## src/rtl/lc_pkg.sv

```systemverilog
// Shared types for the lazy-cached shared memory.
package lc_pkg;
    // Internal event codes carried on evt_kind.
    typedef enum logic [1:0] {
        EV_MEMWR = 2'd0,
        EV_FILL  = 2'd1,
        EV_UPD   = 2'd2,
        EV_INVAL = 2'd3
    } lc_evt_e;
endpackage

```

## src/rtl/lc_shift_fifo.sv

```systemverilog
// Shift-register FIFO. Slot 0 is always the head, and a pop shifts every
// slot down by one, so all bits of an entry (mark included) move together.
// Assumes push only when not full or when popping, and pop only when not empty.
module lc_shift_fifo #(
    parameter int W = 8,
    parameter int D = 2
) (
    input  logic                   clk,
    input  logic                   rst_n,
    input  logic                   push,
    input  logic [W-1:0]           push_data,
    input  logic                   pop,
    output logic [W-1:0]           head,
    output logic [$clog2(D+1)-1:0] count,
    output logic                   full,
    output logic                   empty
);
    localparam int CW = $clog2(D+1);

    logic [W-1:0]  slot     [D];
    logic [W-1:0]  slot_nxt [D];
    logic [CW-1:0] wr_idx;

    // Next slot contents: shift on pop, then place the pushed entry at the tail.
    always_comb begin
        for (int k = 0; k < D - 1; k++) begin
            slot_nxt[k] = pop ? slot[k+1] : slot[k];
        end
        slot_nxt[D-1] = pop ? '0 : slot[D-1];
        wr_idx = pop ? count - 1'b1 : count;
        if (push) begin
            for (int k = 0; k < D; k++) begin
                if (int'(wr_idx) == k) slot_nxt[k] = push_data;
            end
        end
    end

    // Slot and occupancy registers.
    always_ff @(posedge clk) begin
        if (!rst_n) begin
            count <= '0;
            for (int k = 0; k < D; k++) slot[k] <= '0;
        end else begin
            count <= count + CW'(push) - CW'(pop);
            for (int k = 0; k < D; k++) slot[k] <= slot_nxt[k];
        end
    end

    assign head  = slot[0];
    assign full  = (int'(count) == D);
    assign empty = (count == '0);
endmodule

```

## src/rtl/lc_cache.sv

```systemverilog
// Direct-mapped cache with one line per address. Lines are written by
// updates and dropped by invalidates; the two never arrive in the same cycle.
// After reset every line is valid and holds 0, matching a zeroed memory.
module lc_cache #(
    parameter int AW = 2,
    parameter int DW = 4
) (
    input  logic          clk,
    input  logic          rst_n,
    input  logic          upd_en,
    input  logic [AW-1:0] upd_addr,
    input  logic [DW-1:0] upd_data,
    input  logic          inv_en,
    input  logic [AW-1:0] inv_addr,
    input  logic [AW-1:0] rd_addr,
    output logic          rd_hit,
    output logic [DW-1:0] rd_word
);
    localparam int NW = 1 << AW;

    logic [NW-1:0] line_ok;
    logic [DW-1:0] line [NW];

    // Line valid bits and data.
    always_ff @(posedge clk) begin
        if (!rst_n) begin
            line_ok <= '1;
            for (int k = 0; k < NW; k++) line[k] <= '0;
        end else if (upd_en) begin
            line_ok[upd_addr] <= 1'b1;
            line[upd_addr]    <= upd_data;
        end else if (inv_en) begin
            line_ok[inv_addr] <= 1'b0;
        end
    end

    assign rd_hit  = line_ok[rd_addr];
    assign rd_word = line[rd_addr];
endmodule

```

## src/rtl/lc_lazy_mem.sv

```systemverilog
// Two-processor shared memory with lazy caches. Stores wait in out-queues,
// and memory-write events broadcast them into in-queues, marked for the
// issuer. Cache updates apply in-queue heads. Loads are combinational and
// need a valid line, an empty out-queue and no marked in-queue entry. One
// externally selected internal event fires per cycle when it is enabled.
module lc_lazy_mem
    import lc_pkg::*;
#(
    parameter int AW = 2,
    parameter int DW = 4,
    parameter int QD = 2
) (
    input  logic            clk,
    input  logic            rst_n,
    input  logic [1:0]      wr_valid,
    output logic [1:0]      wr_ready,
    input  logic [2*AW-1:0] wr_addr,
    input  logic [2*DW-1:0] wr_data,
    input  logic [1:0]      rd_valid,
    output logic [1:0]      rd_ready,
    input  logic [2*AW-1:0] rd_addr,
    output logic [2*DW-1:0] rd_data,
    input  logic            evt_valid,
    input  logic [1:0]      evt_kind,
    input  logic            evt_proc,
    input  logic [AW-1:0]   evt_addr,
    output logic            evt_fired
);
    localparam int NP  = 2;
    localparam int NW  = 1 << AW;
    localparam int OW  = AW + DW;
    localparam int IW  = 1 + AW + DW;
    localparam int QCW = $clog2(QD + 1);

    logic [OW-1:0]  oq_head [NP];
    logic [IW-1:0]  iq_head [NP];
    logic [QCW-1:0] oq_cnt  [NP];
    logic [QCW-1:0] iq_cnt  [NP];
    logic [QCW-1:0] mark_cnt[NP];
    logic [NP-1:0]  oq_full, oq_empty, iq_full, iq_empty;
    logic [DW-1:0]  mem [NW];
    logic [NW*DW-1:0] mem_flat;

    lc_evt_e        kind;
    logic           ev_ok;
    logic           mw_fire, fill_fire, upd_fire, inval_fire;
    logic [AW-1:0]  mw_addr;
    logic [DW-1:0]  mw_data;

    // Decode the selected event and test whether it is enabled.
    always_comb begin
        kind = lc_evt_e'(evt_kind);
        unique case (kind)
            EV_MEMWR: ev_ok = !oq_empty[evt_proc] && (iq_full == '0);
            EV_FILL:  ev_ok = !iq_full[evt_proc];
            EV_UPD:   ev_ok = !iq_empty[evt_proc];
            default:  ev_ok = 1'b1;
        endcase
        evt_fired  = evt_valid && ev_ok;
        mw_fire    = evt_fired && (kind == EV_MEMWR);
        fill_fire  = evt_fired && (kind == EV_FILL);
        upd_fire   = evt_fired && (kind == EV_UPD);
        inval_fire = evt_fired && (kind == EV_INVAL);
        {mw_addr, mw_data} = oq_head[evt_proc];
    end

    // Backing array, written only by memory-write events.
    always_ff @(posedge clk) begin
        if (!rst_n) begin
            for (int k = 0; k < NW; k++) mem[k] <= '0;
        end else if (mw_fire) begin
            mem[mw_addr] <= mw_data;
        end
    end

    // Flat copy of the array for the checker.
    always_comb begin
        for (int k = 0; k < NW; k++) mem_flat[k*DW +: DW] = mem[k];
    end

    for (genvar p = 0; p < NP; p++) begin : g_proc
        logic          oq_push, oq_pop, iq_push, iq_pop, cu_en, ci_en, hit;
        logic [IW-1:0] iq_in;
        logic [DW-1:0] word;

        // Queue and cache controls for this processor.
        always_comb begin
            oq_push = wr_valid[p] && wr_ready[p];
            oq_pop  = mw_fire && (int'(evt_proc) == p);
            iq_push = mw_fire || (fill_fire && (int'(evt_proc) == p));
            iq_pop  = upd_fire && (int'(evt_proc) == p);
            cu_en   = iq_pop;
            ci_en   = inval_fire && (int'(evt_proc) == p);
            if (mw_fire) iq_in = {(int'(evt_proc) == p), mw_addr, mw_data};
            else         iq_in = {1'b0, evt_addr, mem[evt_addr]};
        end

        lc_shift_fifo #(.W(OW), .D(QD)) u_outq (
            .clk(clk), .rst_n(rst_n),
            .push(oq_push), .push_data({wr_addr[p*AW +: AW], wr_data[p*DW +: DW]}),
            .pop(oq_pop), .head(oq_head[p]), .count(oq_cnt[p]),
            .full(oq_full[p]), .empty(oq_empty[p])
        );

        lc_shift_fifo #(.W(IW), .D(QD)) u_inq (
            .clk(clk), .rst_n(rst_n),
            .push(iq_push), .push_data(iq_in),
            .pop(iq_pop), .head(iq_head[p]), .count(iq_cnt[p]),
            .full(iq_full[p]), .empty(iq_empty[p])
        );

        lc_cache #(.AW(AW), .DW(DW)) u_cache (
            .clk(clk), .rst_n(rst_n),
            .upd_en(cu_en), .upd_addr(iq_head[p][DW +: AW]), .upd_data(iq_head[p][DW-1:0]),
            .inv_en(ci_en), .inv_addr(evt_addr),
            .rd_addr(rd_addr[p*AW +: AW]), .rd_hit(hit), .rd_word(word)
        );

        // Count of marked in-queue entries, kept so the load check is one compare.
        always_ff @(posedge clk) begin
            if (!rst_n) mark_cnt[p] <= '0;
            else        mark_cnt[p] <= mark_cnt[p]
                                       + QCW'(iq_push && iq_in[IW-1])
                                       - QCW'(iq_pop && iq_head[p][IW-1]);
        end

        // Handshake outputs for this processor.
        always_comb begin
            wr_ready[p]          = !oq_full[p];
            rd_ready[p]          = rd_valid[p] && hit && oq_empty[p] && (mark_cnt[p] == '0);
            rd_data[p*DW +: DW]  = word;
        end
    end
endmodule

```

## config.mk

```make
export PLATFORM = sky130hd
export DESIGN_NAME = lc_lazy_mem
export DESIGN_NICKNAME = d
export VERILOG_FILES = /design/src/rtl/lc_pkg.sv /design/src/rtl/lc_shift_fifo.sv /design/src/rtl/lc_cache.sv /design/src/rtl/lc_lazy_mem.sv
export SDC_FILE = /design/constraint.sdc
export NUM_CORES = 1
export LEC_CHECK = 0
export ABC_AREA = 1
export CAP_MARGIN = 5
export CORE_AREA = 2 2 119 121
export CTS_BUF_LIST = sky130_fd_sc_hd__clkbuf_8
export DETAILED_ROUTE_END_ITERATION = 7
export DIE_AREA = 0 0 121 123
export HOLD_SLACK_MARGIN = 0.15
export MAX_ROUTING_LAYER = met4
export PLACE_DENSITY = 0.66
export SETUP_SLACK_MARGIN = 0.4
export SYNTH_ARGS = -nofsm -noshare
export SYNTH_HDL_FRONTEND = slang
export SYNTH_SLANG_ARGS = --single-unit
```

## constraint.sdc

```tcl
create_clock -name clk -period 2.66 [get_ports clk]
set_input_delay 0.399 -clock clk [delete_from_list [all_inputs] [get_ports clk]]
set_output_delay 0.399 -clock clk [all_outputs]
set_load 0.03 [all_outputs]
```

# After elaboration in Yosys (flattened, before gate mapping)
# Memories as Yosys holds them, arrays and structs flattened.
# Cells that the tools add are included.
dict set report word_totals {
  mem_count 8
  inputBits 28
  word_cells 201
  reg_bits 16
  mem_bits_rw 104
}
dict set report op_classes {
  muxes 80
  reduce_logical 53
  bitwise 17
  n_addsub 16
  n_eq_ne 11
  n_lt_le_gt_ge 10
}
# name depth word_bits read_ports rd_clocked_by_memory_dff wr line
set memory_table {}
lappend memory_table {{g_proc[0].u_cache.line} 4 4 1 0 4 lc_cache.sv:22} ;# logic [DW-1:0] line [NW];
lappend memory_table {{g_proc[1].u_cache.line} 4 4 1 0 4 lc_cache.sv:22}
lappend memory_table {mem 4 4 1 0 4 lc_lazy_mem.sv:41} ;# logic [DW-1:0] mem [NW];
lappend memory_table {{g_proc[0].u_inq.slot} 2 7 2 0 2 lc_shift_fifo.sv:20} ;# logic [W-1:0] slot [D];
lappend memory_table {{g_proc[1].u_inq.slot} 2 7 2 0 2 lc_shift_fifo.sv:20}
lappend memory_table {{g_proc[0].u_outq.slot} 2 6 2 0 2 lc_shift_fifo.sv:20}
lappend memory_table {{+2 memories} n/a n/a n/a n/a n/a n/a}
# op count
set op_table {}
lappend op_table {{7-bit 2-to-1 mux} 14}
lappend op_table {{6-bit 2-to-1 mux} 15}
lappend op_table {{1-bit logical AND} 29}
lappend op_table {{14-bit 2-to-1 mux} 2}
lappend op_table {{4-bit 2-to-1 mux} 7}
lappend op_table {{1-bit 2-to-1 mux} 25}
lappend op_table {{2-bit logical NOT} 12}
lappend op_table {{12-bit 2-to-1 mux} 2}
lappend op_table {{2-bit equality test, second input constant} 10}
lappend op_table {{2-bit 2-to-1 mux} 9}
lappend op_table {{2-bit by 3-bit less-than comparator with 1-bit output, second input constant} 5}
lappend op_table {{2-bit by 1-bit adder with 2-bit output} 6}
lappend op_table {{4-bit OR reduction} 3}
lappend op_table {{2-bit by 1-bit subtractor with 2-bit output} 6}
lappend op_table {{1-bit bitwise OR} 10}
lappend op_table {{4-bit bitwise AND} 2}
lappend op_table {{4-bit bitwise OR} 2}
lappend op_table {{2-bit by 1-bit subtractor with 2-bit output, second input constant} 4}
lappend op_table {{1-bit demux with 2-bit select} 3}
lappend op_table {{2-bit by 1-bit >= comparator with 1-bit output, second input constant} 3}
lappend op_table {{1-bit logical NOT} 5}
lappend op_table {{1-bit binary-select mux with 2-bit select} 2}
lappend op_table {{4-bit NOT} 1}
lappend op_table {{2-bit nonzero test} 2}
lappend op_table {{other kinds (7)} 8}

# Depth between registers and ports, before layout
dict set report logic_depth {
  word_depth 14
  ltp_mapped 18
  depth_no_buf 17
}

# Hierarchy
# A second synthesis with hierarchy kept.
dict set report unflattened {
  hier_cells 938
  hier_area_um2 6991.7
}
# module seq_area_each_um2 area_each_um2 cells_per_inst instances
set by_module_without_submodules {}
lappend by_module_without_submodules {lc_cache 560.5 972.2 117 2}
lappend by_module_without_submodules {{lc_shift_fifo (g_proc[0].u_inq ...)} 320.3 945.9 140 2}
lappend by_module_without_submodules {{lc_shift_fifo (g_proc[0].u_outq ...)} 280.3 909.6 129 2}
lappend by_module_without_submodules {lc_lazy_mem 560.5 1336.3 166 1}

# Worst setup path after synthesis
# Ideal clock, no wire load.
dict set report synth_path {
  kind {reg2reg}
  from {reg g_proc[1].u_inq.count[1]}
  to {reg g_proc[0].u_inq.count[1]}
  path_slack_ps 239
  t_required_ps 2540
  stages_incl_launch_ff 16
  path_buffers 1
  arrival_ps 2301
  path_cell_list {dfxtp_1 > ha_1 > nand2_1 > nand2_1 > nor2_1 > nor2_1 > nand2_4 > nand4_4 > buf_2 > inv_1 > ha_1 > inv_1 > ha_1 > xor2_1 > o21ai_0 > a21oi_1}
}
dict set report synth_between {
  elab_chain_len 11
  word_cells_on_any_way 20
  cone_classes {add/sub: 2; eq/ne: 1; mux: 5; reduce/logical: 12}
}
# item line
set synth_lines {}
lappend synth_lines {{start: declaration} lc_shift_fifo.sv:14} ;# output logic [$clog2(D+1)-1:0] count,
lappend synth_lines {{start signal: assignment} lc_shift_fifo.sv:44} ;# count <= count + CW'(push) - CW'(pop);
lappend synth_lines {{2-bit equality test / 2-bit logical NOT (equally long branches)} {lc_shift_fifo.sv:50, lc_shift_fifo.sv:51}}
lappend synth_lines {{1-bit 2-to-1 mux (on tied branches) (2 in series)} {lc_lazy_mem.sv:55, lc_lazy_mem.sv:56}}
lappend synth_lines {{1-bit logical NOT (on tied branches)} {lc_lazy_mem.sv:55, lc_lazy_mem.sv:56}}
lappend synth_lines {{1-bit one-hot mux with 3 select lines (*)} lc_lazy_mem.sv:53} ;# unique case (kind)
lappend synth_lines {{1-bit logical AND (*)} lc_lazy_mem.sv:59} ;# evt_fired = evt_valid && ev_ok;
lappend synth_lines {{1-bit logical AND} lc_lazy_mem.sv:61} ;# fill_fire = evt_fired && (kind == EV_FILL);
lappend synth_lines {{1-bit logical AND} lc_lazy_mem.sv:90} ;# iq_push = mw_fire || (fill_fire && (int'(evt_proc) == p));
lappend synth_lines {{1-bit logical OR} lc_lazy_mem.sv:90}
lappend synth_lines {{2-bit by 1-bit adder with 2-bit output} lc_shift_fifo.sv:44}
lappend synth_lines {{2-bit by 1-bit subtractor with 2-bit output (*)} lc_shift_fifo.sv:44}
lappend synth_lines {{end signal: assignment} lc_shift_fifo.sv:44}
lappend synth_lines {{end: declaration} lc_shift_fifo.sv:14}
# Mark *: on every way between the ends. The rest lies on a longest branch, timed or not. The select of a mux whose other input is x is not followed.
# A chain may end at the register's enable or synchronous reset.

==> results by group <==
Timing
  • Worst slew pin tran: 0.609 ns
  • Minimum clock period: 2.27 ns
  • Hold slack: 0.363 ns
  • Fin crit share: 85.4%
  • RSZ-0062 raised after global routing: yes
  • Final Skew: ~0.011 ns
  • Final setup fails: 0
  • Worst Slack Setup Final: between 0.3 and 0.4 ns
  • Relative slew slack: 58.9%
  • Final Hold Fails: 0
  • Max Freq: roughly 440 MHz
  • Max-slew violations: 0

Die
  • Cell row count: 43
  • Die Area: roughly 15000 µm²
  • Starting Density: 47.2%
  • Die X: ~120 µm
  • Die H: 123 µm
  • I/O pins: a little over 40
  • Core Area: around 14000 µm²

Place
  • Place WS: -0.157 ns
  • Post-DP HPWL: 10.2 mm
  • RePlAce Congestion: 0.910
  • PortBufs: 40

Global route
  • Largest net degree at the start of global routing: 44
  • Initial antenna violation count: 0
  • GRT Util Overall: roughly a fifth
  • First-pass GRT wire length: 23.8 mm
  • Overflow after GRT: 0
  • Via count of the first global-routing pass: approximately 4900

Cells and area
  • Layout overhead on the synthesized area: 28.4%
  • ANT cells: 0
  • Final Util: about three fifths
  • Share of layout cells above drive strength 1: 20.7%
  • Fillers: 1255
  • Fin nets: around 1000

Drt
  • ANT nets after route: 0
  • Drt via density: approximately 4.8
  • DR iter-0 viols: a little under 400
  • Via Count: about 5700
  • Number of remaining DRC errors: 0
  • Router iterations before antenna repair: 5
  • Routed WL: 14.9 mm
  • Drt wl/cell: 12.5 µm

Worst hold path
  • Hold Crit Class: in2reg

Logic synthesis
  • Part of the Yosys area used for sequential elements: 44.9%
  • Mapped Area: between 6000 and 7000 µm²
  • Top FF cell, synth: dfxtp_1
  • Post-synth EDFFs: 48
  • Mapped Nets: about 930
  • Synth Register Bits: 120
  • Synth warn: 0
  • Syn Area/Cell: roughly 7.3 µm²
  • Post-synthesis cell count: 883
  • Yosys cell types: 41
  • Ys async rst share: 0%

Setup path
  • Arrival time at the worst endpoint: 2.62 ns
  • Worst Path Max Fanout: 5
  • Critical setup path kind: reg2reg
  • Worst setup SP type: flop
  • Crit path capture type: flop
  • Critical path required time: 3.01 ns

CTS
  • Max Buffers Root-to-Sink: 2
  • Worst-path clk slew: about 0.07 ns
  • Clock sink total: 120
  • H-tree depth: 4
  • Root Driver: clkbuf_8
  • TritonCTS buffer count: 17
  • Clock Latency Late Sink: 0.46 ns
  • CTS tree: yes

Pwr
  • Static Leak: 3.90 nW
  • Maximum vdd drop: 0.333 mV
  • Pwr Density: 585 nW/µm²
  • Total power: 4.83 mW

Job
  • Number of max-cap violations: 0

Run status
  • Status: complete, no violations
==> registers in the layout, indices dropped and copies added (netlist names) <==
name	cells
g_proc.u_cache.line_ok	8
g_proc.u_outq.slot	24
g_proc.u_cache.line	32
mark_cnt	4
mem	16
g_proc.u_outq.count	4
g_proc.u_inq.count	4
g_proc.u_inq.slot	28
==> worst paths after layout <==
path,from,to,slack [ns],depth (start not counted)
max,g_proc[1].u_inq.count[0]$_SDFF_PN0_,mark_cnt[1][1]$_SDFF_PN0_,0.39,14
min,rst_n,g_proc[1].u_inq.count[1]$_SDFF_PN0_,0.36,3
max reg2reg,g_proc[1].u_inq.count[0]$_SDFF_PN0_,mark_cnt[1][1]$_SDFF_PN0_,0.39,14
min reg2reg,g_proc[1].u_outq.count[1]$_SDFF_PN0_,g_proc[1].u_outq.count[1]$_SDFF_PN0_,0.46,1
==> metal layers <==
layer	vias up	part of all wire, %	global-route usage (%)	wire length (µm)
li1	3007	-	-	-
met1	2541	46	27.6	6890
met2	120	48	32.0	7070
met3	24	4.4	4.75	650
met4	0	1.7	7.63	250
met5	-	0	-	0
==> where the power goes <==
group / switching, mW / internal [mW]
combinational: 0.542 / 0.390
clock: 0.797 / 1.02
sequential: 0.0565 / 2.02
total: 1.40 / 3.43
==> synthesized netlist by cell type, types with 2 or more instances <==
library cell | count | share of area (%)
nand4_1 | 16 | 1.6
inv_2 | 3 | 0.18
o22ai_1 | 8 | 0.78
nand3b_1 | 5 | 0.58
edfxtp_1 | 48 | 22
o21ai_0 | 36 | 2.8
nor2_2 | 2 | 0.19
clkinv_1 | 3 | 0.18
buf_1 | 5 | 0.29
a31oi_1 | 2 | 0.19
nor3_1 | 5 | 0.39
nand2_1 | 223 | 13
clkbuf_1 | 7 | 0.41
buf_4 | 2 | 0.23
nor2_1 | 202 | 12
nand3_1 | 12 | 0.93
nand3_4 | 2 | 0.55
buf_2 | 12 | 0.93
a21boi_0 | 2 | 0.23
inv_1 | 112 | 6.5
buf_6 | 5 | 0.88
or2_2 | 3 | 0.29
dfxtp_1 | 72 | 22
nor2_4 | 3 | 0.53
nand3_2 | 3 | 0.47
a22oi_1 | 4 | 0.47
a21oi_1 | 41 | 3.2
xor2_1 | 5 | 0.68
ha_1 | 18 | 3.5
nand2_2 | 7 | 0.68
nand2_4 | 2 | 0.35
o31ai_1 | 4 | 0.47
==> through the flow <==
stage,setup TNS [ns],area (µm²),instances
global route,0,8250,1190
finish,0,8250,1190
global placement,-0.704,7410,1143
CTS,0,8000,1183
floorplan,0,6440,883
detailed placement,-2.23,7410,1143
==> worst max-delay path, cell delays in order (launching register included) <==
cell and delay [ns]:
dfxtp_2 0.36, inv_4 0.06, ha_4 0.16, nand2_1 0.08
nand2_1 0.08, nor2_2 0.10, nor2_2 0.06, nand2_4 0.10
nand4_1 0.26, ha_4 0.37, inv_2 0.04, ha_4 0.15
xor2_2 0.15, o21ai_1 0.15, a21oi_1 0.05
==> layout by cell type (no fill, tap or decap), drive strengths merged <==
cell and n:
nand4 18, or2 3, a31oi 2, nand3 17, nor3 5, o31ai 4, o21ai 36, nand2 232
dfxtp 72, a21oi 42, edfxtp 48, clkinv 6, clkdlybuf4s50 23, buf 91, clkbuf 17, a22oi 4
clkinvlp 4, inv 120, bufinv 4, o21bai 1, ha 18, a21boi 2, nand3b 5, dlygate4sd2 10
dlymetal6s2s 2, xor2 5, o2111ai 2, a21o 1, nor2 208, o22ai 8
==> cell families (layout without fill, tap and decap cells) <==
| family | count (synthesis) | count (layout) | share of synthesized area (%) |
|---|---|---|---|
| simple gates | 488 | 488 | 32.2 |
| fa+ha+maj | 18 | 18 | 3.50 |
| xor+xnor | 5 | 5 | 0.681 |
| buf+inv | 150 | 277 | 9.73 |
| compound gates | 102 | 102 | 9.05 |
| flops | 120 | 120 | 44.9 |
==> layout make-up <==
cell class | instances | area (µm²) | share of cell area [%]
Clock buffer | 17 | 234 | 2.83
Inverter | 119 | 464 | 5.62
Timing Repair Buffer | 126 | 1060 | 12.8
Multi-Input combinational cell | 613 | 3170 | 38.4
Sequential cell | 120 | 2900 | 35.1
Tap cell | 180 | 225 | 2.73
Clock inverter | 15 | 203 | 2.46
==> repair_timing <==
action | CTS | global route
buffers inserted | 8 | 7
endpoints found under the setup margin | 85 | 140
resized for setup | 43 | 51
pin swaps | 8 | 16
hold buffers | 0 | 0
Note: power is estimated with default switching activity, not from simulation.
